<file path="src/rtl/sdcmd_pkg.sv">
package sdcmd_pkg;

  typedef enum logic [2:0] {
    ST_IDLE,
    ST_SEND,
    ST_POLL,
    ST_TRAIL,
    ST_RELEASE,
    ST_RESULT
  } eng_state_t;

  typedef enum logic [1:0] {
    XS_IDLE,
    XS_OFFER,
    XS_WAIT
  } xchg_state_t;

  localparam logic [7:0] FILL_BYTE   = 8'hFF;
  localparam logic [7:0] CHECK_DEF   = 8'h95;
  localparam logic [7:0] CHECK_IFC   = 8'h87;
  localparam logic [5:0] IDX_IFC     = 6'd8;
  localparam logic [5:0] IDX_OCR     = 6'd58;
  localparam logic [1:0] START_BITS  = 2'b01;

  function automatic logic [7:0] check_for(input logic [5:0] idx);
    return (idx == IDX_IFC) ? CHECK_IFC : CHECK_DEF;
  endfunction

  function automatic logic wants_trailer(input logic [5:0] idx);
    return (idx == IDX_IFC) || (idx == IDX_OCR);
  endfunction

endpackage

</file>
<file path="src/rtl/sdcmd_framer.sv">
module sdcmd_framer
  import sdcmd_pkg::*;
#(
  parameter int ARG_W = 32,
  parameter int SEL_W = 3
) (
  input  logic [5:0]       idx,
  input  logic [ARG_W-1:0] arg,
  input  logic [SEL_W-1:0] sel,
  output logic [7:0]       frame_byte
);
  localparam int ARG_BYTES   = ARG_W / 8;
  localparam int FRAME_BYTES = ARG_BYTES + 2;

  logic [7:0] frame [FRAME_BYTES];

  assign frame[0] = {START_BITS, idx};

  for (genvar g = 0; g < ARG_BYTES; g++) begin : g_arg
    assign frame[g + 1] = arg[ARG_W - 1 - 8 * g -: 8];
  end

  assign frame[FRAME_BYTES - 1] = check_for(idx);

  always_comb begin
    frame_byte = FILL_BYTE;
    for (int i = 0; i < FRAME_BYTES; i++) begin
      if (sel == SEL_W'(i)) frame_byte = frame[i];
    end
  end

endmodule

</file>
<file path="src/rtl/sdcmd_poll_limit.sv">
module sdcmd_poll_limit #(
  parameter int LIMIT = 5000
) (
  input  logic clk,
  input  logic rst_n,
  input  logic clear,
  input  logic step,
  output logic last
);
  localparam int CW = $clog2(LIMIT + 1);

  logic [CW-1:0] cnt;

  always_ff @(posedge clk or negedge rst_n) begin
    if (!rst_n)      cnt <= '0;
    else if (clear)  cnt <= '0;
    else if (step && !last) cnt <= cnt + 1'b1;
  end

  assign last = (cnt == CW'(LIMIT - 1));

  // the count of failed polls never passes the limit
  a_r6_count_bound: assert property (@(posedge clk) disable iff (!rst_n)
    cnt < CW'(LIMIT));

endmodule

</file>
<file path="src/rtl/sdcmd_xchg.sv">
module sdcmd_xchg
  import sdcmd_pkg::*;
(
  input  logic       clk,
  input  logic       rst_n,
  input  logic       start,
  input  logic [7:0] tx_byte,
  output logic       idle,
  output logic       done,
  output logic [7:0] rx_byte,
  output logic       spi_tx_valid,
  input  logic       spi_tx_ready,
  output logic [7:0] spi_tx_data,
  input  logic       spi_rx_valid,
  input  logic [7:0] spi_rx_data
);
  xchg_state_t xs;

  always_ff @(posedge clk or negedge rst_n) begin
    if (!rst_n) begin
      xs          <= XS_IDLE;
      spi_tx_data <= FILL_BYTE;
      rx_byte     <= FILL_BYTE;
      done        <= 1'b0;
    end else begin
      done <= 1'b0;
      unique case (xs)
        XS_IDLE: if (start) begin
          spi_tx_data <= tx_byte;
          xs          <= XS_OFFER;
        end
        XS_OFFER: if (spi_tx_ready) xs <= XS_WAIT;
        XS_WAIT: if (spi_rx_valid) begin
          rx_byte <= spi_rx_data;
          done    <= 1'b1;
          xs      <= XS_IDLE;
        end
        default: xs <= XS_IDLE;
      endcase
    end
  end

  assign spi_tx_valid = (xs == XS_OFFER);
  assign idle         = (xs == XS_IDLE);

  // an offered byte is held until the master takes it
  a_r11_offer_hold: assert property (@(posedge clk) disable iff (!rst_n)
    spi_tx_valid && !spi_tx_ready |=> spi_tx_valid && $stable(spi_tx_data));

  // a new byte is never started over a pending one
  a_r11_single_flight: assert property (@(posedge clk) disable iff (!rst_n)
    start |-> xs == XS_IDLE);

endmodule

</file>
<file path="src/rtl/sdcmd_engine.sv">
module sdcmd_engine
  import sdcmd_pkg::*;
#(
  parameter int ARG_W       = 32,
  parameter int POLL_LIMIT  = 5000,
  parameter int TRAIL_BYTES = 4
) (
  input  logic                     clk,
  input  logic                     rst_n,
  input  logic                     req_valid,
  output logic                     req_ready,
  input  logic [5:0]               req_idx,
  input  logic [ARG_W-1:0]         req_arg,
  input  logic                     req_hold,
  output logic                     busy,
  output logic                     rsp_valid,
  input  logic                     rsp_ready,
  output logic [7:0]               rsp_r1,
  output logic [8*TRAIL_BYTES-1:0] rsp_trail,
  output logic                     rsp_timeout,
  output logic                     spi_cs_n,
  output logic                     spi_tx_valid,
  input  logic                     spi_tx_ready,
  output logic [7:0]               spi_tx_data,
  input  logic                     spi_rx_valid,
  input  logic [7:0]               spi_rx_data
);
  localparam int FRAME_BYTES = ARG_W / 8 + 2;
  localparam int CNT_MAX     = (FRAME_BYTES > TRAIL_BYTES) ? FRAME_BYTES : TRAIL_BYTES;
  localparam int CNT_W       = $clog2(CNT_MAX + 1);
  localparam int TW          = 8 * TRAIL_BYTES;

  eng_state_t         state;
  logic [5:0]         idx_q;
  logic [ARG_W-1:0]   arg_q;
  logic               hold_q;
  logic               trail_q;
  logic [CNT_W-1:0]   cnt;
  logic [7:0]         r1_q;
  logic [TW-1:0]      trail_data;
  logic               tmo_q;
  logic               cs_n_q;

  logic               xg_start;
  logic               xg_idle;
  logic               xg_done;
  logic [7:0]         xg_rx;
  logic [7:0]         frame_byte;
  logic [7:0]         tx_byte;
  logic               poll_step;
  logic               poll_last;
  logic               active;

  assign active   = (state == ST_SEND) || (state == ST_POLL) ||
                    (state == ST_TRAIL) || (state == ST_RELEASE);
  assign xg_start = active && xg_idle && !xg_done;
  assign tx_byte  = (state == ST_SEND) ? frame_byte : FILL_BYTE;
  assign poll_step = (state == ST_POLL) && xg_done && xg_rx[7];

  sdcmd_framer #(.ARG_W(ARG_W), .SEL_W(CNT_W)) u_framer (
    .idx        (idx_q),
    .arg        (arg_q),
    .sel        (cnt),
    .frame_byte (frame_byte)
  );

  sdcmd_poll_limit #(.LIMIT(POLL_LIMIT)) u_poll (
    .clk   (clk),
    .rst_n (rst_n),
    .clear (state == ST_SEND),
    .step  (poll_step),
    .last  (poll_last)
  );

  sdcmd_xchg u_xchg (
    .clk          (clk),
    .rst_n        (rst_n),
    .start        (xg_start),
    .tx_byte      (tx_byte),
    .idle         (xg_idle),
    .done         (xg_done),
    .rx_byte      (xg_rx),
    .spi_tx_valid (spi_tx_valid),
    .spi_tx_ready (spi_tx_ready),
    .spi_tx_data  (spi_tx_data),
    .spi_rx_valid (spi_rx_valid),
    .spi_rx_data  (spi_rx_data)
  );

  always_ff @(posedge clk or negedge rst_n) begin
    if (!rst_n) begin
      state      <= ST_IDLE;
      idx_q      <= '0;
      arg_q      <= '0;
      hold_q     <= 1'b0;
      trail_q    <= 1'b0;
      cnt        <= '0;
      r1_q       <= FILL_BYTE;
      trail_data <= '0;
      tmo_q      <= 1'b0;
      cs_n_q     <= 1'b1;
    end else begin
      unique case (state)
        ST_IDLE: if (req_valid) begin
          idx_q      <= req_idx;
          arg_q      <= req_arg;
          hold_q     <= req_hold;
          trail_q    <= wants_trailer(req_idx);
          cnt        <= '0;
          r1_q       <= FILL_BYTE;
          trail_data <= '0;
          tmo_q      <= 1'b0;
          cs_n_q     <= 1'b0;
          state      <= ST_SEND;
        end
        ST_SEND: if (xg_done) begin
          if (cnt == CNT_W'(FRAME_BYTES - 1)) begin
            cnt   <= '0;
            state <= ST_POLL;
          end else begin
            cnt <= cnt + 1'b1;
          end
        end
        ST_POLL: if (xg_done) begin
          if (!xg_rx[7]) begin
            r1_q <= xg_rx;
            if (trail_q) begin
              cnt   <= '0;
              state <= ST_TRAIL;
            end else if (hold_q) begin
              state <= ST_RESULT;
            end else begin
              cs_n_q <= 1'b1;
              state  <= ST_RELEASE;
            end
          end else if (poll_last) begin
            r1_q   <= FILL_BYTE;
            tmo_q  <= 1'b1;
            cs_n_q <= 1'b1;
            state  <= ST_RELEASE;
          end
        end
        ST_TRAIL: if (xg_done) begin
          trail_data <= {trail_data[TW-9:0], xg_rx};
          if (cnt == CNT_W'(TRAIL_BYTES - 1)) begin
            if (hold_q) begin
              state <= ST_RESULT;
            end else begin
              cs_n_q <= 1'b1;
              state  <= ST_RELEASE;
            end
          end else begin
            cnt <= cnt + 1'b1;
          end
        end
        ST_RELEASE: if (xg_done) state <= ST_RESULT;
        ST_RESULT: if (rsp_ready) state <= ST_IDLE;
        default: state <= ST_IDLE;
      endcase
    end
  end

  assign req_ready   = (state == ST_IDLE);
  assign busy        = (state != ST_IDLE);
  assign rsp_valid   = (state == ST_RESULT);
  assign rsp_r1      = r1_q;
  assign rsp_trail   = trail_data;
  assign rsp_timeout = tmo_q;
  assign spi_cs_n    = cs_n_q;

  // once busy, the engine stays busy until the result is taken
  a_r1_busy_until_taken: assert property (@(posedge clk) disable iff (!rst_n)
    busy && !(rsp_valid && rsp_ready) |=> busy);

  // an accepted request raises busy on the next cycle
  a_r1_accept_busy: assert property (@(posedge clk) disable iff (!rst_n)
    req_valid && req_ready |=> busy && !req_ready);

  // frame bytes only go out with chip select low
  a_r2_cs_frame: assert property (@(posedge clk) disable iff (!rst_n)
    spi_tx_valid && state == ST_SEND |-> !spi_cs_n);

  // the idle byte goes out with chip select high
  a_r8_release_cs: assert property (@(posedge clk) disable iff (!rst_n)
    spi_tx_valid && state == ST_RELEASE |-> spi_cs_n && spi_tx_data == FILL_BYTE);

  // a reported status byte always has its top bit clear
  a_r5_status_msb: assert property (@(posedge clk) disable iff (!rst_n)
    rsp_valid && !rsp_timeout |-> !rsp_r1[7]);

  // a timeout reports all ones, no trailer, bus released
  a_r6_timeout_fields: assert property (@(posedge clk) disable iff (!rst_n)
    rsp_valid && rsp_timeout |-> rsp_r1 == 8'hFF && rsp_trail == '0 && spi_cs_n);

  // a held, successful exchange keeps chip select low
  a_r9_hold_low: assert property (@(posedge clk) disable iff (!rst_n)
    rsp_valid && hold_q && !rsp_timeout |-> !spi_cs_n);

  // the result stays put until taken
  a_r10_rsp_stable: assert property (@(posedge clk) disable iff (!rst_n)
    rsp_valid && !rsp_ready |=> rsp_valid && $stable(rsp_r1) &&
                               $stable(rsp_trail) && $stable(rsp_timeout));

endmodule

</file>
<file path="config.mk">
export PLATFORM = sky130hd
export DESIGN_NAME = sdcmd_engine
export DESIGN_NICKNAME = d
export VERILOG_FILES = /design/src/rtl/sdcmd_pkg.sv /design/src/rtl/sdcmd_framer.sv /design/src/rtl/sdcmd_poll_limit.sv /design/src/rtl/sdcmd_xchg.sv /design/src/rtl/sdcmd_engine.sv
export SDC_FILE = /design/constraint.sdc
export NUM_CORES = 1
export LEC_CHECK = 0
export ABC_CLOCK_PERIOD_IN_PS = 2100
export BUFFER_PORTS_ARGS = -buffer_cell sky130_fd_sc_hd__clkbuf_2
export CORE_AREA = 2 2 166 120
export CTS_CLUSTER_DIAMETER = 50
export DETAILED_ROUTE_END_ITERATION = 16
export DIE_AREA = 0 0 168 122
export GPL_TIMING_DRIVEN = 1
export PLACE_DENSITY = 0.57
export RECOVER_POWER = 100
export SYNTH_ARGS = -nofsm -noshare
export SYNTH_HDL_FRONTEND = slang
export SYNTH_SLANG_ARGS = --single-unit
</file>
<file path="constraint.sdc">
create_clock -name clk -period 2.1 [get_ports clk]
set_input_delay 0.105 -clock clk [delete_from_list [all_inputs] [get_ports clk]]
set_output_delay 0.105 -clock clk [all_outputs]
set_load 0.02 [all_outputs]
</file>
==> summary.md, run 1 <==
| Metric | Value |
|---|---|
| Total design power | `0.01088 W` |
| Fin cells | `980` |
| Setup Skew | `11.16 ps` |
| Core area | `0.01910 sq mm` |
| Lkg Pwr | `3.203 nW` |
| Slowest cell delay on critical path | `510 ps` |
| CTS tree | `done` |
| Clk_lat worst skew | `410 ps` |
| Area delta synth->final | `33.17%` |
| Crit-path slowest cell | `dfrtp_1` |
| Clock-pin slew on the worst setup and hold paths | `60 ps` |
| Slew HR | `19.98%` |
| Setup TNS | `0 ps` |
| # nets final | `779` |
| Die X | `168 um` |
| Yosys cell types | `51` |
| Post-synthesis async set-or-reset flop share | `100.0%` |
| Critical path origin | `state[1]$_DFFE_PN0P_` |
| Worst EP arrival | `2280 ps` |
| Port bufs | `106` |
| Routed WL | `15,020 um` |
| Worst r2r src | `state[1]$_DFFE_PN0P_` |
| Final Hold Vio Count | `0` |
| Die area | `0.02050 sq mm` |
| Number of synthesis warnings | `0` |
| Post-CTS Resized | `0` |
| Measured slew at the worst slew-check pin | `1200 ps` |
| Total CTS buffers | `17` |
| Clk root buf | `clkbuf_16` |
| Crit-path max FO | `9` |
| Crit path kind | `reg -> reg` |
| Drt via density | `4.684` |
| Fmax | `0.5033 GHz` |
| Synth Area per Inst | `10.02 sq um` |
| HPWL after DPL | `10,190 um` |
| Worst setup EP type | `register` |
| Final period util | `94.61%` |
| Worst hold slack | `28.89 ps` |
| Post-synth EDFFs | `0` |
| First-pass GRT wire length | `24,590 um` |
| Initial antenna violation count | `0` |
| Post-CTS Setup Bufs | `0` |
| Net Count, Synth | `615` |
| Peak supply drop | `553.3 uV` |
| Drt pass-1 iters | `5` |
| Average wire per standard cell | `15.33 um` |
| CTS H-Tree Depth | `4` |
| Cells after synthesis | `556` |
| Sequential-to-total area share from yosys stat | `54.46%` |
| Worst-path cell chain | `clkbuf_1 > nor2_1 > and2_0 > a221oi_1 > nand2_1 > mux2_2` |
| Pin count of the biggest net entering global routing | `65` |
| Share of cells above drive strength 1 | `24.56%` |
| RSZ-0062 raised after global routing | `false` |
| GRT Util Overall | `15.21%` |
| Util after Layout | `38.85%` |
| Clk buf depth | `2` |
| Commonest non-fill, non-tap cells in the layout | `nand2_1 (114), dfrtp_1 (95), clkbuf_1 (58), clkbuf_2 (52)` |
| Setup violations, final | `0` |
| Final Critical Period | `1987 ps` |
| Diodes inserted | `0` |
| Gr ovfl total | `0` |
| Commonest non-fill, non-tap cell in the layout | `nand2_1` |
| Die Ht | `122 um` |
| Starting density of the core | `29.17%` |
| Remaining antenna violation count | `0` |
| Startpoint types | `register` |
| Critical path required time | `2390 ps` |
| Dpl cells | `900` |
| Cell Pwr Density | `1467 mW/mm^2` |
| Status | `finished clean` |
| Worst R2R Setup Slack | `110 ps` |
| Routability cong. | `0.8221` |
| Register bit total from synthesis | `120` |
| Synth Flop Type | `dfrtp_1` |
| Vias in the first global route | `4,571` |
| Ports | `107` |
| Hold_sp | `req_idx[5]` |
| Rows | `43` |
| Synthesized cell area | `0.005572 sq mm` |
| Vias | `4,590` |
| Clock sink count | `120` |
| DRT iter0 DRCs | `262` |
| HP Class | `in -> reg` |
| Slew Viols, Final | `0` |
| DRC violations left | `0` |
| Max-cap violations | `0` |
-- flip-flops by register name, indices dropped and copies added (netlist names) --
name,count
idx_q,6
u_poll.cnt,13
u_xchg.done,1
cnt,3
u_xchg.rx_byte,8
trail_q,1
rsp_trail,32
u_xchg.spi_tx_data,8
rsp_r1,8
rsp_timeout,1
state,3
arg_q,32
spi_cs_n,1
hold_q,1
u_xchg.xs,2
-- stage by stage --
step / setup WS [ps] / cell area, sq um
final: 113.1 / 7420
after global routing: 1.762 / 7420
after CTS: 176.7 / 7516
after detailed placement: 197.7 / 6465
after global placement: 211.3 / 6465
after floorplan: 44.61 / 5572
-- kinds of logic (layout without fill, tap and decap cells) --
kind of cell               after synthesis  count (layout)  share of synthesized area [%]
buffers and inverters                   42             219                          3.256
and+or+nand+nor                        232             232                          19.31
adders and majority gates                6               6                          1.347
muxes                                   47              47                          9.409
xor gates and xnor gates                 7               7                          1.100
AOI/OAI and AO/OA                      102             102                          11.12
DFF                                    120             120                          54.46
-- critical path: cells and delay by family, from the launching register on --
kind / cells / cell delay (ps)
compound gates: 1 / 360
flops: 1 / 510
buf+inv: 1 / 240
mux: 1 / 280
simple gates: 3 / 480
-- cell usage after synthesis (all sizes together) (2+ instances only) --
cell | count | share of area (%)
a21oi | 19 | 1.7
dfrtp | 95 | 43
mux2 | 43 | 8.7
and4bb | 2 | 0.45
inv | 9 | 0.61
o21ai | 43 | 3.9
a221oi | 3 | 0.47
and4 | 3 | 0.47
nand3 | 17 | 1.6
nor2 | 48 | 3.2
nor4b | 2 | 0.58
and2 | 2 | 0.22
nand4 | 5 | 0.56
or4 | 2 | 0.27
xor2 | 6 | 0.94
o211ai | 8 | 1.1
a21boi | 2 | 0.27
clkinv | 2 | 0.13
o22ai | 9 | 1.0
nor2b | 5 | 0.56
ha | 6 | 1.3
nand2b | 11 | 1.4
nor3 | 6 | 0.54
and3 | 10 | 1.1
dfstp | 25 | 12
clkbuf | 21 | 1.4
mux2i | 4 | 0.72
nand2 | 115 | 7.8
a21o | 2 | 0.27
a31oi | 7 | 0.79
buf | 10 | 1.1
-- where the power goes --
group,internal [W],leakage [nW],total [W],switching (W)
clock,0.00166,0.267,0.00282,0.00116
sequential,0.00340,1.48,0.00414,0.000742
combinational,0.00154,1.45,0.00392,0.00238
total,0.00660,3.20,0.0109,0.00428
-- metal layers --
metal  GRT usage [%]  part of all wire, %  vias up  routed length [um]
met3           3.834                  4.4        6                 659
li1                -                    -     2252                   -
met5               0                    0        -                   0
met1           21.82                   50     2220                7547
met4           3.859                 0.59        0                  88
met2           22.96                   45      112                6725
-- path summary, 6_finish.rpt --
| check | to | cells after the start |
|---|---|---|
| setup / recovery | state[0]$_DFFE_PN0P_ | 6 |
| hold / removal | idx_q[5]$_DFFE_PN0P_ | 2 |
| setup reg to reg | state[0]$_DFFE_PN0P_ | 6 |
| hold reg to reg | u_xchg.rx_byte[6]$_DFFE_PN1P_ | 2 |
| max in group asynchronous | arg_q[29]$_DFFE_PN0P_ | 3 |
| min in group asynchronous | rsp_trail[26]$_DFFE_PN0P_ | 2 |
-- area by class of cell --
type / instances / area (sq um)
clock buffer: 18 / 429.2
clock inverter: 14 / 141.4
fill: 1930 / 11680
inverter: 11 / 41.29
multi-input combinational: 394 / 2357
sequential: 120 / 3034
tap: 247 / 309.0
timing repair buffer: 176 / 1107
-- timing repair --
item                       in CTS  in global routing
hold buffers                   48                  0
hold endpoints to repair       71                  0
setup endpoints to repair       0                  0
Power figures use the tool's default switching activity.
==> run 2, diff against run 1 <==
--- a/config.mk
+++ b/config.mk
@@ -13,7 +13,7 @@
 export DIE_AREA = 0 0 168 122
 export GPL_TIMING_DRIVEN = 1
 export PLACE_DENSITY = 0.57
-export RECOVER_POWER = 100
+export RECOVER_POWER = 50
 export SYNTH_ARGS = -nofsm -noshare
 export SYNTH_HDL_FRONTEND = slang
 export SYNTH_SLANG_ARGS = --single-unit
==> summary.md, run 2 (synthesis results as in run 1) <==
| Metric | Value |
|---|---|
| Status | `finished clean` |
| Crit-path max FO | `14` |
| Die area | `0.02050 sq mm` |
| Metal1 wirelength | `7508 um` |
| Ports | `107` |
| Crit path kind | `reg -> reg` |
| GRT Util Overall | `15.21%` |
| DRT iter0 DRCs | `257` |
| R2R cell count | `7` |
| Port bufs | `106` |
| Routed WL | `14,970 um` |
| CTS H-Tree Depth | `4` |
| Worst EP arrival | `2250 ps` |
| Worst-path cell chain | `buf_4 > inv_1 > a21boi_0 > a2111oi_4 > buf_4 > nor2_1 > a21oi_1` |
| Remaining antenna violation count | `0` |
| Drt via density | `4.680` |
| Rows | `43` |
| Routability cong. | `0.8221` |
| Critical path origin | `state[1]$_DFFE_PN0P_` |
| Critical path required time | `2430 ps` |
| CTS tree | `done` |
| Worst R2R Setup Slack | `180 ps` |
| Area delta synth->final | `33.95%` |
| Crit path capture | `rsp_r1[5]$_DFFE_PN1P_` |
| Commonest non-fill, non-tap cell in the layout | `nand2_1` |
| Gr ovfl total | `0` |
| Starting density of the core | `29.17%` |
| Post-CTS Setup Bufs | `0` |
| Met3 routed WL | `666 um` |
| RSZ-0062 raised after global routing | `false` |
| Fmax | `0.5211 GHz` |
| Clk buf depth | `2` |
| Pre-CTS setup slack | `197.7 ps` |
| Cell Pwr Density | `1467 mW/mm^2` |
| Final Hold Vio Count | `0` |
| # nets final | `779` |
| Setup Skew | `11.49 ps` |
| Critical R2R Capture | `rsp_r1[5]$_DFFE_PN1P_` |
| Most used cell, CP | `buf_4` |
| Die Ht | `122 um` |
| Share of cells above drive strength 1 | `28.79%` |
| Core area | `0.01910 sq mm` |
| Peak supply drop | `565.1 uV` |
| Clk root buf | `clkbuf_16` |
| Clock-pin slew on the worst setup and hold paths | `60 ps` |
| Worst setup EP type | `register` |
| Slew HR | `19.76%` |
| Die X | `168 um` |
| Diodes inserted | `0` |
| Setup TNS | `0 ps` |
| Fillcell total | `1,913` |
| Hold path depth | `2` |
| Highest metal used | `met4` |
| Worst hold slack | `30.35 ps` |
| Vias in the first global route | `4,571` |
| Final WS setup | `181.1 ps` |
| Max-cap violations | `0` |
| Clk_lat worst skew | `410 ps` |
| Final period util | `91.38%` |
| Pin count of the biggest net entering global routing | `65` |
| Initial antenna violation count | `0` |
| Vias | `4,586` |
| Met2 wire length | `6702 um` |
| HPWL after DPL | `10,190 um` |
| Final Critical Period | `1919 ps` |
| Setup violations, final | `0` |
| Slowest cell delay on critical path | `490 ps` |
| Drt pass-1 iters | `4` |
| Clock sink count | `120` |
| Slew Viols, Final | `0` |
| Commonest non-fill, non-tap cells in the layout | `nand2_1 (114), dfrtp_1 (95), clkbuf_2 (81), nor2_1 (48), dlygate4sd3_1 (48)` |
| Measured slew at the worst slew-check pin | `1204 ps` |
| First-pass GRT wire length | `24,590 um` |
| Average wire per standard cell | `15.27 um` |
| Total CTS buffers | `17` |
| HP Class | `in -> reg` |
| Crit-path slowest cell | `dfrtp_1` |
| Startpoint types | `register` |
| Lkg Pwr | `3.296 nW` |
| Worst r2r src | `state[1]$_DFFE_PN0P_` |
| DRC violations left | `0` |
run 2: through the flow:
step | instance area, sq um | util (%) | total power (W) | std cells
2_1_floorplan | 5572 | - | 0.006737 | 556
3_3_place_gp | 6465 | 33.85 | 0.008117 | 900
3_5_place_dp | 6465 | 33.85 | 0.008164 | 900
4_1_cts | 7516 | 39.35 | 0.01110 | 980
5_1_grt | 7463 | 39.08 | 0.01171 | 980
6_report | 7463 | 39.08 | 0.01095 | 980
run 2: where the power goes:
| group | switching (W) | internal [W] |
|---|---|---|
| combinational | 0.00238 | 0.00161 |
| clock | 0.00116 | 0.00166 |
| sequential | 0.000740 | 0.00340 |
run 2: worst max-delay path: cells and delay by family, from the launching register on:
kind,cells,cell delay [ps]
AO/OA/AOI/OAI,3,690
buffers and inverters,3,610
flip-flops,1,490
AND/OR/NAND/NOR,1,50
run 2: layout make-up:
| class | instances | area, sq um | area share [%] |
|---|---|---|---|
| Clock inverter | 14 | 141.4 | 1.894 |
| Sequential cell | 120 | 3034 | 40.65 |
| Multi-Input combinational cell | 394 | 2357 | 31.58 |
| Tap cell | 247 | 309.0 | 4.141 |
| Inverter | 11 | 41.29 | 0.5532 |
| Clock buffer | 18 | 429.2 | 5.750 |
| Timing Repair Buffer | 176 | 1151 | 15.42 |
run 2: repair_timing:
action / in CTS / in global routing
endpoints found under the hold margin: 71 / 0
gates resized for setup: 0 / 0
hold buffers: 48 / 0
setup endpoints to repair: 0 / 0
run 2: worst min-delay path by stage:
stage	startpoint	to
6_report	req_idx[5]	idx_q[5]$_DFFE_PN0P_
2_1_floorplan	rst_n	arg_q[0]$_DFFE_PN0P_
4_1_cts	req_idx[5]	idx_q[5]$_DFFE_PN0P_
3_5_place_dp	rst_n	rsp_trail[26]$_DFFE_PN0P_
3_3_place_gp	rst_n	rsp_trail[30]$_DFFE_PN0P_
5_1_grt	req_idx[5]	idx_q[5]$_DFFE_PN0P_
run 2: metal layers:
| metal | vias to the layer above | GRT usage, % |
|---|---|---|
| li1 | 2250 | - |
| met1 | 2208 | 21.82 |
| met2 | 122 | 22.96 |
| met3 | 6 | 3.834 |
| met4 | 0 | 3.859 |
| met5 | - | 0 |
